[src/rtl/fr_cmd_pkg.sv]
package fr_cmd_pkg;
  typedef logic [3:0] sdCmd_t;

  // {CS#, RAS#, CAS#, WE#}
  localparam sdCmd_t CMD_PRE = 4'b0010;
  localparam sdCmd_t CMD_ACT = 4'b0011;
  localparam sdCmd_t CMD_RD  = 4'b0101;
  localparam sdCmd_t CMD_NOP = 4'b1111;

  typedef struct packed {
    logic stepCol;
    logic stepBank;
    logic stepRow;
  } frStrobe_t;
endpackage

[src/rtl/fr_cmd_ctrl.sv]
module fr_cmd_ctrl
  import fr_cmd_pkg::*;
(
  input  logic      clk,
  input  logic      rstN,
  input  logic      wrReady,
  input  logic      lastCol,
  input  logic      lastBank,
  input  logic      lastRow,
  output frStrobe_t strb,
  output logic      wrValid,
  output logic      done
);
  logic fire;
  logic finalWord;

  assign wrValid   = !done;
  assign fire      = wrValid && wrReady;
  assign finalWord = lastCol && lastBank && lastRow;

  always_ff @(posedge clk or negedge rstN) begin
    if (!rstN) begin
      done <= 1'b0;
    end else if (fire && finalWord) begin
      done <= 1'b1;
    end
  end

  always_comb begin
    strb.stepCol  = fire && !finalWord;
    strb.stepBank = fire && !finalWord && lastCol;
    strb.stepRow  = fire && !finalWord && lastCol && lastBank;
  end
endmodule

[src/rtl/fr_cmd_dp.sv]
module fr_cmd_dp
  import fr_cmd_pkg::*;
#(
  parameter int NUM_BANKS = 4,
  parameter int NUM_ROWS  = 8,
  parameter int PAGE_LEN  = 16,
  parameter int ADDR_W    = 12,
  parameter int BA_W      = 2,
  parameter int BANK_PIN  = 11,
  parameter int PRE_OFS   = 1,
  parameter int ACT_OFS   = 5,
  parameter int RD_OFS    = 9,
  localparam int BANK_W   = (NUM_BANKS > 1) ? $clog2(NUM_BANKS) : 1,
  localparam int ROW_W    = (NUM_ROWS > 1) ? $clog2(NUM_ROWS) : 1,
  localparam int COL_W    = (PAGE_LEN > 1) ? $clog2(PAGE_LEN) : 1
) (
  input  logic              clk,
  input  logic              rstN,
  input  frStrobe_t         strb,
  output logic              lastCol,
  output logic              lastBank,
  output logic              lastRow,
  output logic [BANK_W-1:0] wrBank,
  output logic [ROW_W-1:0]  wrRow,
  output logic [COL_W-1:0]  wrCol,
  output sdCmd_t            wrCmd,
  output logic [BA_W-1:0]   wrBa,
  output logic [ADDR_W-1:0] wrAddr
);
  localparam int AP_BIT = 10;

  logic [BANK_W-1:0] bankQ, bankPrev, bankNext, bankSel;
  logic [ROW_W-1:0]  rowQ, rowNext, actRow, rowSel;
  logic [COL_W-1:0]  colQ, rowRot, preSlot, actSlot, rdSlot;
  logic              isPre, isAct, isRd;
  logic [ADDR_W-1:0] baseAddr;

  assign lastCol  = (colQ  == COL_W'(PAGE_LEN - 1));
  assign lastBank = (bankQ == BANK_W'(NUM_BANKS - 1));
  assign lastRow  = (rowQ  == ROW_W'(NUM_ROWS - 1));

  // location counters
  always_ff @(posedge clk or negedge rstN) begin
    if (!rstN) begin
      colQ  <= '0;
      bankQ <= '0;
      rowQ  <= '0;
    end else begin
      if (strb.stepCol)  colQ  <= lastCol  ? '0 : colQ + 1'b1;
      if (strb.stepBank) bankQ <= lastBank ? '0 : bankQ + 1'b1;
      if (strb.stepRow)  rowQ  <= rowNext;
    end
  end

  // neighbour banks and rows
  assign bankPrev = (bankQ == '0) ? BANK_W'(NUM_BANKS - 1) : bankQ - 1'b1;
  assign bankNext = lastBank ? '0 : bankQ + 1'b1;
  assign rowNext  = lastRow  ? '0 : rowQ + 1'b1;
  assign actRow   = lastBank ? rowNext : rowQ;

  // slot positions rotated by the current row
  assign rowRot  = COL_W'(rowQ);
  assign preSlot = COL_W'(PRE_OFS) + rowRot;
  assign actSlot = COL_W'(ACT_OFS) + rowRot;
  assign rdSlot  = COL_W'(RD_OFS)  + rowRot;

  assign isPre = (colQ == preSlot);
  assign isAct = !isPre && (colQ == actSlot);
  assign isRd  = !isPre && !isAct && (colQ == rdSlot);

  always_comb begin
    wrCmd   = CMD_NOP;
    bankSel = bankQ;
    rowSel  = rowQ;
    if (isPre) begin
      wrCmd   = CMD_PRE;
      bankSel = bankPrev;
    end else if (isAct || isRd) begin
      wrCmd   = isAct ? CMD_ACT : CMD_RD;
      bankSel = bankNext;
      rowSel  = actRow;
    end
  end

  always_comb begin
    baseAddr = '0;
    baseAddr[ROW_W-1:0] = rowSel;
    if (isPre) baseAddr[AP_BIT] = 1'b0;
  end

  // bank select placement depends on the bank count
  generate
    if (NUM_BANKS == 2) begin : g_twoBank
      always_comb begin
        wrAddr           = baseAddr;
        wrAddr[BANK_PIN] = bankSel[0];
        wrBa             = '0;
      end
    end else begin : g_multiBank
      always_comb begin
        wrAddr = baseAddr;
        wrBa   = BA_W'(bankSel);
      end
    end
  endgenerate

  assign wrBank = bankQ;
  assign wrRow  = rowQ;
  assign wrCol  = colQ;
endmodule

[src/rtl/fr_cmd_gen.sv]
module fr_cmd_gen
  import fr_cmd_pkg::*;
#(
  parameter int NUM_BANKS = 4,
  parameter int NUM_ROWS  = 8,
  parameter int PAGE_LEN  = 16,
  parameter int ADDR_W    = 12,
  parameter int BA_W      = 2,
  parameter int BANK_PIN  = 11,
  parameter int PRE_OFS   = 1,
  parameter int ACT_OFS   = 5,
  parameter int RD_OFS    = 9,
  localparam int BANK_W   = (NUM_BANKS > 1) ? $clog2(NUM_BANKS) : 1,
  localparam int ROW_W    = (NUM_ROWS > 1) ? $clog2(NUM_ROWS) : 1,
  localparam int COL_W    = (PAGE_LEN > 1) ? $clog2(PAGE_LEN) : 1
) (
  input  logic              clk,
  input  logic              rstN,
  output logic              wrValid,
  input  logic              wrReady,
  output logic [BANK_W-1:0] wrBank,
  output logic [ROW_W-1:0]  wrRow,
  output logic [COL_W-1:0]  wrCol,
  output logic [3:0]        wrCmd,
  output logic [BA_W-1:0]   wrBa,
  output logic [ADDR_W-1:0] wrAddr,
  output logic              done
);
  frStrobe_t strb;
  logic      lastCol, lastBank, lastRow;

  fr_cmd_ctrl u_ctrl (
    .clk      (clk),
    .rstN     (rstN),
    .wrReady  (wrReady),
    .lastCol  (lastCol),
    .lastBank (lastBank),
    .lastRow  (lastRow),
    .strb     (strb),
    .wrValid  (wrValid),
    .done     (done)
  );

  fr_cmd_dp #(
    .NUM_BANKS (NUM_BANKS),
    .NUM_ROWS  (NUM_ROWS),
    .PAGE_LEN  (PAGE_LEN),
    .ADDR_W    (ADDR_W),
    .BA_W      (BA_W),
    .BANK_PIN  (BANK_PIN),
    .PRE_OFS   (PRE_OFS),
    .ACT_OFS   (ACT_OFS),
    .RD_OFS    (RD_OFS)
  ) u_dp (
    .clk      (clk),
    .rstN     (rstN),
    .strb     (strb),
    .lastCol  (lastCol),
    .lastBank (lastBank),
    .lastRow  (lastRow),
    .wrBank   (wrBank),
    .wrRow    (wrRow),
    .wrCol    (wrCol),
    .wrCmd    (wrCmd),
    .wrBa     (wrBa),
    .wrAddr   (wrAddr)
  );
endmodule

[config.mk]
export PLATFORM = sky130hd
export DESIGN_NAME = fr_cmd_gen
export DESIGN_NICKNAME = d
export VERILOG_FILES = /design/src/rtl/fr_cmd_pkg.sv /design/src/rtl/fr_cmd_ctrl.sv /design/src/rtl/fr_cmd_dp.sv /design/src/rtl/fr_cmd_gen.sv
export SDC_FILE = /design/constraint.sdc
export NUM_CORES = 1
export LEC_CHECK = 0
export ABC_AREA = 1
export BUFFER_PORTS_ARGS = -buffer_cell sky130_fd_sc_hd__buf_2
export CORE_ASPECT_RATIO = 1.2
export CORE_UTILIZATION = 53
export DETAILED_ROUTE_END_ITERATION = 7
export PLACE_DENSITY_LB_ADDON = 0.25
export SLEW_MARGIN = 20
export SYNTH_ARGS = -nofsm -noshare
export SYNTH_HDL_FRONTEND = slang
export SYNTH_HIERARCHICAL = 1
export SYNTH_SLANG_ARGS = --single-unit
[constraint.sdc]
create_clock -name clk -period 4.3 [get_ports clk]
set_input_delay 0.43 -clock clk [delete_from_list [all_inputs] [get_ports clk]]
set_output_delay 0.43 -clock clk [all_outputs]
set_load 0.02 [all_outputs]
==> results of run 1 <==
## power by group through the flow
stage / logic [uW] / registers [uW] / clock network (uW)
after floorplan: 13.1 / 95.8 / 0
after global placement: 9.65 / 95.8 / 0
after detailed placement: 9.73 / 95.8 / 0
after CTS: 9.72 / 94.1 / 63.6
after global routing: 11.4 / 94.0 / 68.9
final: 9.77 / 94.1 / 61.4
## cell type report
class	count	area, um2	area share (%)
repair buffers	22	110.1	10.64
inverters	25	93.84	9.069
multi-input cells	104	535.5	51.75
clock buffers	3	22.52	2.177
flip-flops and latches	10	250.2	24.18
well taps	18	22.52	2.177
## worst max-delay path by stage
stage	from	endpoint	slack, ns	depth (start not counted)
final	u_dp/wrRow[0]	wrBa[1]	1.66	9
after global routing	u_dp/wrRow[0]	wrBa[1]	1.48	9
after CTS	u_dp/wrRow[0]	wrBa[1]	1.64	9
after detailed placement	u_dp/wrRow[0]	wrBa[1]	1.92	9
after global placement	u_dp/wrRow[0]	wrBa[0]	2.03	9
after floorplan	u_dp/wrRow[0]	wrBa[0]	2.02	8
## cells in the mapped netlist
library cell,n
a21oi_1,1
nand2_1,41
or2_2,1
dfrtp_1,10
ha_1,6
o21ai_0,11
nand3_2,1
conb_1,1
xor2_1,1
nand2_2,5
o21ai_1,1
inv_1,20
nor2_1,5
nand4_1,3
nor3_2,1
inv_2,5
nor2_4,1
nand3_1,14
o211ai_1,1
nor2_2,1
buf_4,9
xnor2_1,1
## registers in the layout (all words and copies together) (netlist names)
name / count
u_ctrl/done: 1
u_dp/wrBank: 2
u_dp/wrCol: 4
u_dp/wrRow: 3
## cell families (layout without fill, tap and decap cells)
kind of cell | after synthesis | in the layout | synth area share [%]
AO/OA/AOI/OAI | 14 | 14 | 7.912
XOR/XNOR | 2 | 2 | 1.910
adder cells (fa/ha/maj) | 6 | 6 | 8.185
buffers and inverters | 34 | 50 | 17.60
flip-flops | 10 | 10 | 27.29
other | 1 | 9 | 0.4089
AND/OR/NAND/NOR | 73 | 73 | 36.70
## routing by layer
layer | up-vias | track usage (%) | part of all wire [%]
met1 | 418 | 30.41 | 46
li1 | 472 | - | -
met3 | 0 | 1.395 | 2.7
met5 | - | 0 | 0
met4 | 0 | 10.34 | 0
met2 | 22 | 39.03 | 51
## cell usage in the layout, fill, tap and decap left out
| cell type | count |
|---|---|
| nand3_1 | 14 |
| o21ai_0 | 11 |
| nor3_2 | 1 |
| nand2_2 | 5 |
| nor2_2 | 1 |
| nor2_4 | 1 |
| clkbuf_4 | 3 |
| xor2_1 | 1 |
| dfrtp_1 | 10 |
| ha_1 | 6 |
| o211ai_1 | 1 |
| xnor2_1 | 1 |
| nand2_1 | 41 |
| nor2_1 | 5 |
| conb_1 | 9 |
| nand3_2 | 1 |
| o21ai_1 | 1 |
| a21oi_1 | 1 |
| or2_2 | 1 |
| buf_2 | 22 |
| inv_1 | 20 |
| nand4_1 | 3 |
| inv_2 | 5 |
## metrics by stage
step                worst slack (ns)  hold WS, ns  total power [uW]  instances  cell area, um2
detailed placement             1.923       0.3028             105.5        179            1012
finish                         1.663      0.02349             165.3        182            1035
global route                   1.477      0.03175             174.3        182            1035
CTS                            1.641      0.02096             167.4        182            1035
global placement               2.029       0.3016             105.5        179            1012
floorplan                      2.015       0.1344             108.9        148           947.2
==> results.md, run 1 <==
* HP Class: in2async
* Pre-antenna DRT Iters at 4
* Routed Antenna Nets at 0
* Crit path DAT at 2.21 ns
* Ranking of synthesized cells by area: dfrtp_1, nand2_1, ha_1
* Worst-path cell chain: ha_1 -> ha_1 -> xnor2_1 -> nand3_2 -> o21ai_1 -> nand2_1 -> nand3_1 -> nand2_1 -> buf_2
* Setup Buffers After CTS at 0
* First-pass GRT wire length at 3.022 mm
* Largest delay contributor family on the critical path: adder cells
* Initial antenna violation count at 0
* Clk pwr share at 37.2%
* Rows at 16
* Post-Syn Area at 917.1 um2
* Max_cap viols at 0
* Net Sw Frac at 23.20%
* WP data required at 3.87 ns
* Worst-path clk slew at 0.06 ns
* Max stage delay cell, worst path: dfrtp_1
* Grt ovf at 0
* Final Skew at 0.002249 ns
* Post-CTS Resized at 0
* CP peak stage delay at 0.46 ns
* CTS Buf Count at 3
* Buf/Inv on CP at 1
* Startpoint Class: flip-flop
* Total track usage at 23.28%
* Sink Count at 10
* Filler cell count at 136
* Terminus of the critical flop-to-flop path: u_dp/wrCol[3]
* # DRC at 0
* Average cell area after synthesis at 6.551 um2
* # diodes at 0
* Final period util at between 60 and 70%
* Post-route core utilization at between 60% and 70%
* Starting density of the core at 56.56%
* Post-CTS Hold Buffers at 0
* Gpl congestion at 0.8492
* CTS max path bufs at 2
* Syn Inst Count at between 100 and 150
* Top-level port count at 32
* CTS tree: done
* LEAKAGE at 0.0005812 uW
* Via density at 5.011
* Iteration-0 DRC Markers at 17
* Avg WL per Cell at 10.25 um
* Die ar. at 1902 um2
* Crit Path Class: reg2out
* Die Y at 47.57 um
* Worst VDD drop at 124.1 uV
* Pint at 126.9 uW
* Net Sw Power at 38.35 uW
* Final setup violation count at 0
* HPWL Detailed at between 1.5 and 2 mm
* Area Overhead vs Synth at 12.82%
* Fmax at 0.3793 GHz
* Status: finished clean
* Vias at 912
* Sequential area share after synthesis at 27.29%
* Worst reg2reg path depth at 8
* Nets@finish at 175
* Share of cells above drive strength 1 at 24.39%
* Reg2reg start: u_dp/wrRow[0]
* Power share of the sequential group at 56.9%
* Number of global-route vias before repair at between 700 and 800
* Root Buffer: clkbuf_4
* Setup crit end kind: primary output
* CP Max Fanout at 8
* #FFs+latches synth at 10
* Die X-Extent at ~40 um
* Final Hold Viols at 0
* Flop2flop setup slack at 2.52 ns
* H-tree levels at 1
* RSZ-0062 raised after global routing: false
* WL final at 1.866 mm
* Yosys synthesis warning count at 6
* Max-slew violation count at 0
* Largest net degree at the start of global routing at 11
* Power per cell area at between 150 and 200 nW/um2
* Core ar. at 1622 um2
* Clk_lat worst skew at approximately 0.26 ns
* Setup_tns at 0 ns
* Library cells used by synthesis at 22
* Comb pwr share at 5.9%
* Synth area leader: dfrtp_1
* Yosys top cell area share at 27.29%
* Post-route minimum period at 2.637 ns
* I/O Buffers at 22
Note: power is estimated with default switching activity, not from simulation.
==> run 2, diff against run 1 <==
--- a/config.mk
+++ b/config.mk
@@ -8,7 +8,7 @@
 export ABC_AREA = 1
 export BUFFER_PORTS_ARGS = -buffer_cell sky130_fd_sc_hd__buf_2
 export CORE_ASPECT_RATIO = 1.2
-export CORE_UTILIZATION = 53
+export CORE_UTILIZATION = 49
 export DETAILED_ROUTE_END_ITERATION = 7
 export PLACE_DENSITY_LB_ADDON = 0.25
 export SLEW_MARGIN = 20
==> constraint.sdc (replaced) <==
create_clock -name clk -period 2.6 [get_ports clk]
set_input_delay 0.26 -clock clk [delete_from_list [all_inputs] [get_ports clk]]
set_output_delay 0.26 -clock clk [all_outputs]
set_load 0.02 [all_outputs]
==> run 2 against run 1 <==
- clock power increased by 62%
- clock skew up 0.0043 ns
- power rose by 65%
==> results.md, run 2 (same netlist as run 1, synthesis figures left out) <==
* Rows at 16 (unchanged)
* CP Max Fanout at 8 (unchanged)
* Reg2reg start: u_dp/wrRow[0] (unchanged)
* # DRC at 0 (unchanged)
* Starting density of the core at 53.90% (was 56.56%)
* Setup ws final at 0.1702 ns (was 1.663 ns)
* Commonest cells after routing, fill and taps aside: nand2_1, buf_2, inv_1 (unchanged)
* Max-slew violation count at 0 (unchanged)
* Total track usage at 20.14% (was 23.28%)
* Max stage delay cell, worst path: dfrtp_2 (was dfrtp_1)
* Largest register FFs at 4 (unchanged)
* Cell count after placement at 179 (unchanged)
* Share of cells above drive strength 1 at 26.06% (was 24.39%)
* Setup crit end kind: primary output (unchanged)
* Vias at 903 (was 912)
* Worst reg2reg path depth at 8 (unchanged)
* CP endpoint: wrAddr[1] (was wrBa[1])
* Terminus of the critical flop-to-flop path: u_dp/wrCol[3] (unchanged)
* Die ar. at 2049 um2 (was 1902 um2)
* CTS Buf Count at 3 (unchanged)
* I/O Buffers at 22 (unchanged)
* First-pass GRT wire length at 3.243 mm (was 3.022 mm)
* # diodes at 0 (unchanged)
* Finished Layout Cells at 183 (was 182)
* Nets@finish at 176 (was 175)
* Worst-path clk slew at 0.06 ns (about the same)
* Worst VDD drop at 264.5 uV (was 124.1 uV)
* Max_cap viols at 0 (unchanged)
* Post-route minimum period at 2.430 ns
* Buf/Inv on CP at 2 (was 1)
* Critical path origin: u_dp/wrRow[0] (unchanged)
* Avg WL per Cell at 10.45 um (was 10.25 um)
* CP Depth at 10 (was 9)
* Setup_tns at 0 ns (unchanged)
* Commonest non-fill, non-tap cell in the layout: nand2_1 (unchanged)
* Area Overhead vs Synth at 15.28% (was 12.82%)
* Final setup violation count at 0 (unchanged)
* Clk_lat worst skew at 0.26 ns (about the same)
* Root Buffer: clkbuf_4 (unchanged)
* Largest net degree at the start of global routing at 11 (unchanged)
* Largest delay contributor family on the critical path: adder cells (unchanged)
* Iteration-0 DRC Markers at 23 (was 17)
* RSZ-0062 raised after global routing: false (unchanged)
* CTS max path bufs at 2 (unchanged)
* H-tree levels at 1 (unchanged)
* Final period util at slightly above 90%
* CP peak stage delay at 0.45 ns (was 0.46 ns)
* Die Y at 49.39 um (was 47.57 um)
* Status: finished clean (unchanged)
* Crit Path Class: reg2out (unchanged)
* Crit path DAT at 2.17 ns (was 2.21 ns)
* Fmax at between 0.4 and 0.5 GHz
* Worst-path cell chain: ha_1 -> ha_1 -> xnor2_2 -> nand3_2 -> inv_2 -> nand2_2 -> nand2_2 -> nand2_1 -> nand2_1 -> buf_2 (was ha_1 -> ha_1 -> xnor2_1 -> nand3_2 -> o21ai_1 -> nand2_1 -> nand3_1 -> nand2_1 -> buf_2)
* Design Area, Final at 1057 um2 (was 1035 um2)
* Grt ovf at 0 (unchanged)
* WL final at 1.913 mm (was 1.866 mm)
* Core ar. at 1702 um2 (was 1622 um2)
* Final Hold Viols at 0 (unchanged)
* Number of global-route vias before repair at 798 (was 746)
* Startpoint Class: flip-flop (unchanged)
* Gpl congestion at 0.8634 (was 0.8492)
* Power per cell area at 257.8 nW/um2 (was 159.7 nW/um2)
* LEAKAGE at 0.0005919 uW (was 0.0005812 uW)
* HPWL Detailed at 1.584 mm (was 1.510 mm)
* Final Skew at 0.006580 ns (was 0.002249 ns)
* Routed Antenna Nets at 0 (unchanged)
* Dpl cell area at 1012 um2 (unchanged)
* WP data required at 2.34 ns (was 3.87 ns)
* Flop2flop setup slack at 0.86 ns (was 2.52 ns)
* Via density at 4.934 (was 5.011)
* HP Class: in2reg (was in2async)
* Sink Count at 10 (unchanged)
* Top-level port count at 32 (unchanged)
* Pre-CTS WS at 0.3998 ns (was 1.923 ns)
* CTS tree: done (unchanged)
* Pre-antenna DRT Iters at 4 (unchanged)
* Die X-Extent at 41.50 um (was 39.98 um)
* Initial antenna violation count at 0 (unchanged)
run 2: per-layer routing:
layer / track usage [%] / vias up / part of all wire (%)
met5: 0 / - / 0
met4: 11.29 / 0 / 0.68
met3: 1.111 / 2 / 2.9
met2: 35.94 / 19 / 53
met1: 23.43 / 410 / 43
li1: - / 472 / -
run 2: how the worst min path moves through the flow:
stage / to / cells after the start / slack [ns] / startpoint
after floorplan: u_ctrl/done / 0 / -0.04 / rstN
after global placement: u_dp/wrRow[1] / 1 / 0.13 / rstN
after detailed placement: u_dp/wrRow[1] / 1 / 0.13 / rstN
after CTS: u_ctrl/done / 3 / 0.28 / wrReady
after global routing: u_ctrl/done / 3 / 0.30 / wrReady
final: u_ctrl/done / 3 / 0.29 / wrReady
run 2: area by class of cell:
class | instances | area (um2)
Clock buffer | 3 | 22.52
Fill cell | 172 | 644.4
Inverter | 25 | 93.84
Multi-Input combinational cell | 104 | 546.8
Sequential cell | 10 | 251.5
Tap cell | 18 | 22.52
Timing Repair Buffer | 23 | 120.1
run 2: power breakdown:
group | total [uW] | internal [uW] | leakage, uW | switching [uW]
Clock | 99.5 | 53.1 | 0.0000138 | 46.4
Sequential | 156 | 156 | 0.0000976 | 0
Combinational | 17.4 | 2.07 | 0.000480 | 15.4
Total | 273 | 211 | 0.000592 | 61.8
run 2: per-stage QoR:
step	power, uW	util (%)	hold WS [ns]
final	272.6	62.13	0.2949
after global routing	286.4	62.13	0.2967
after CTS	278.9	61.40	0.2798
after detailed placement	174.6	59.49	0.1332
after global placement	174.4	59.49	0.1288
after floorplan	180.2	-	-0.03559
run 2: worst reg2reg max path: stages, from the launching register on:
cell	delay, ns
dfrtp_2	0.45
ha_1	0.24
ha_1	0.28
nand3_1	0.12
nand2_1	0.06
inv_1	0.15
nand3_1	0.13
nand3_1	0.11
o21ai_0	0.08
run 2: what timing repair did:
item	in CTS	in global routing
hold buffers	1	0
buffers inserted	0	0
setup endpoints to repair	0	4
endpoints found under the hold margin	10	0
gates resized for setup	0	3
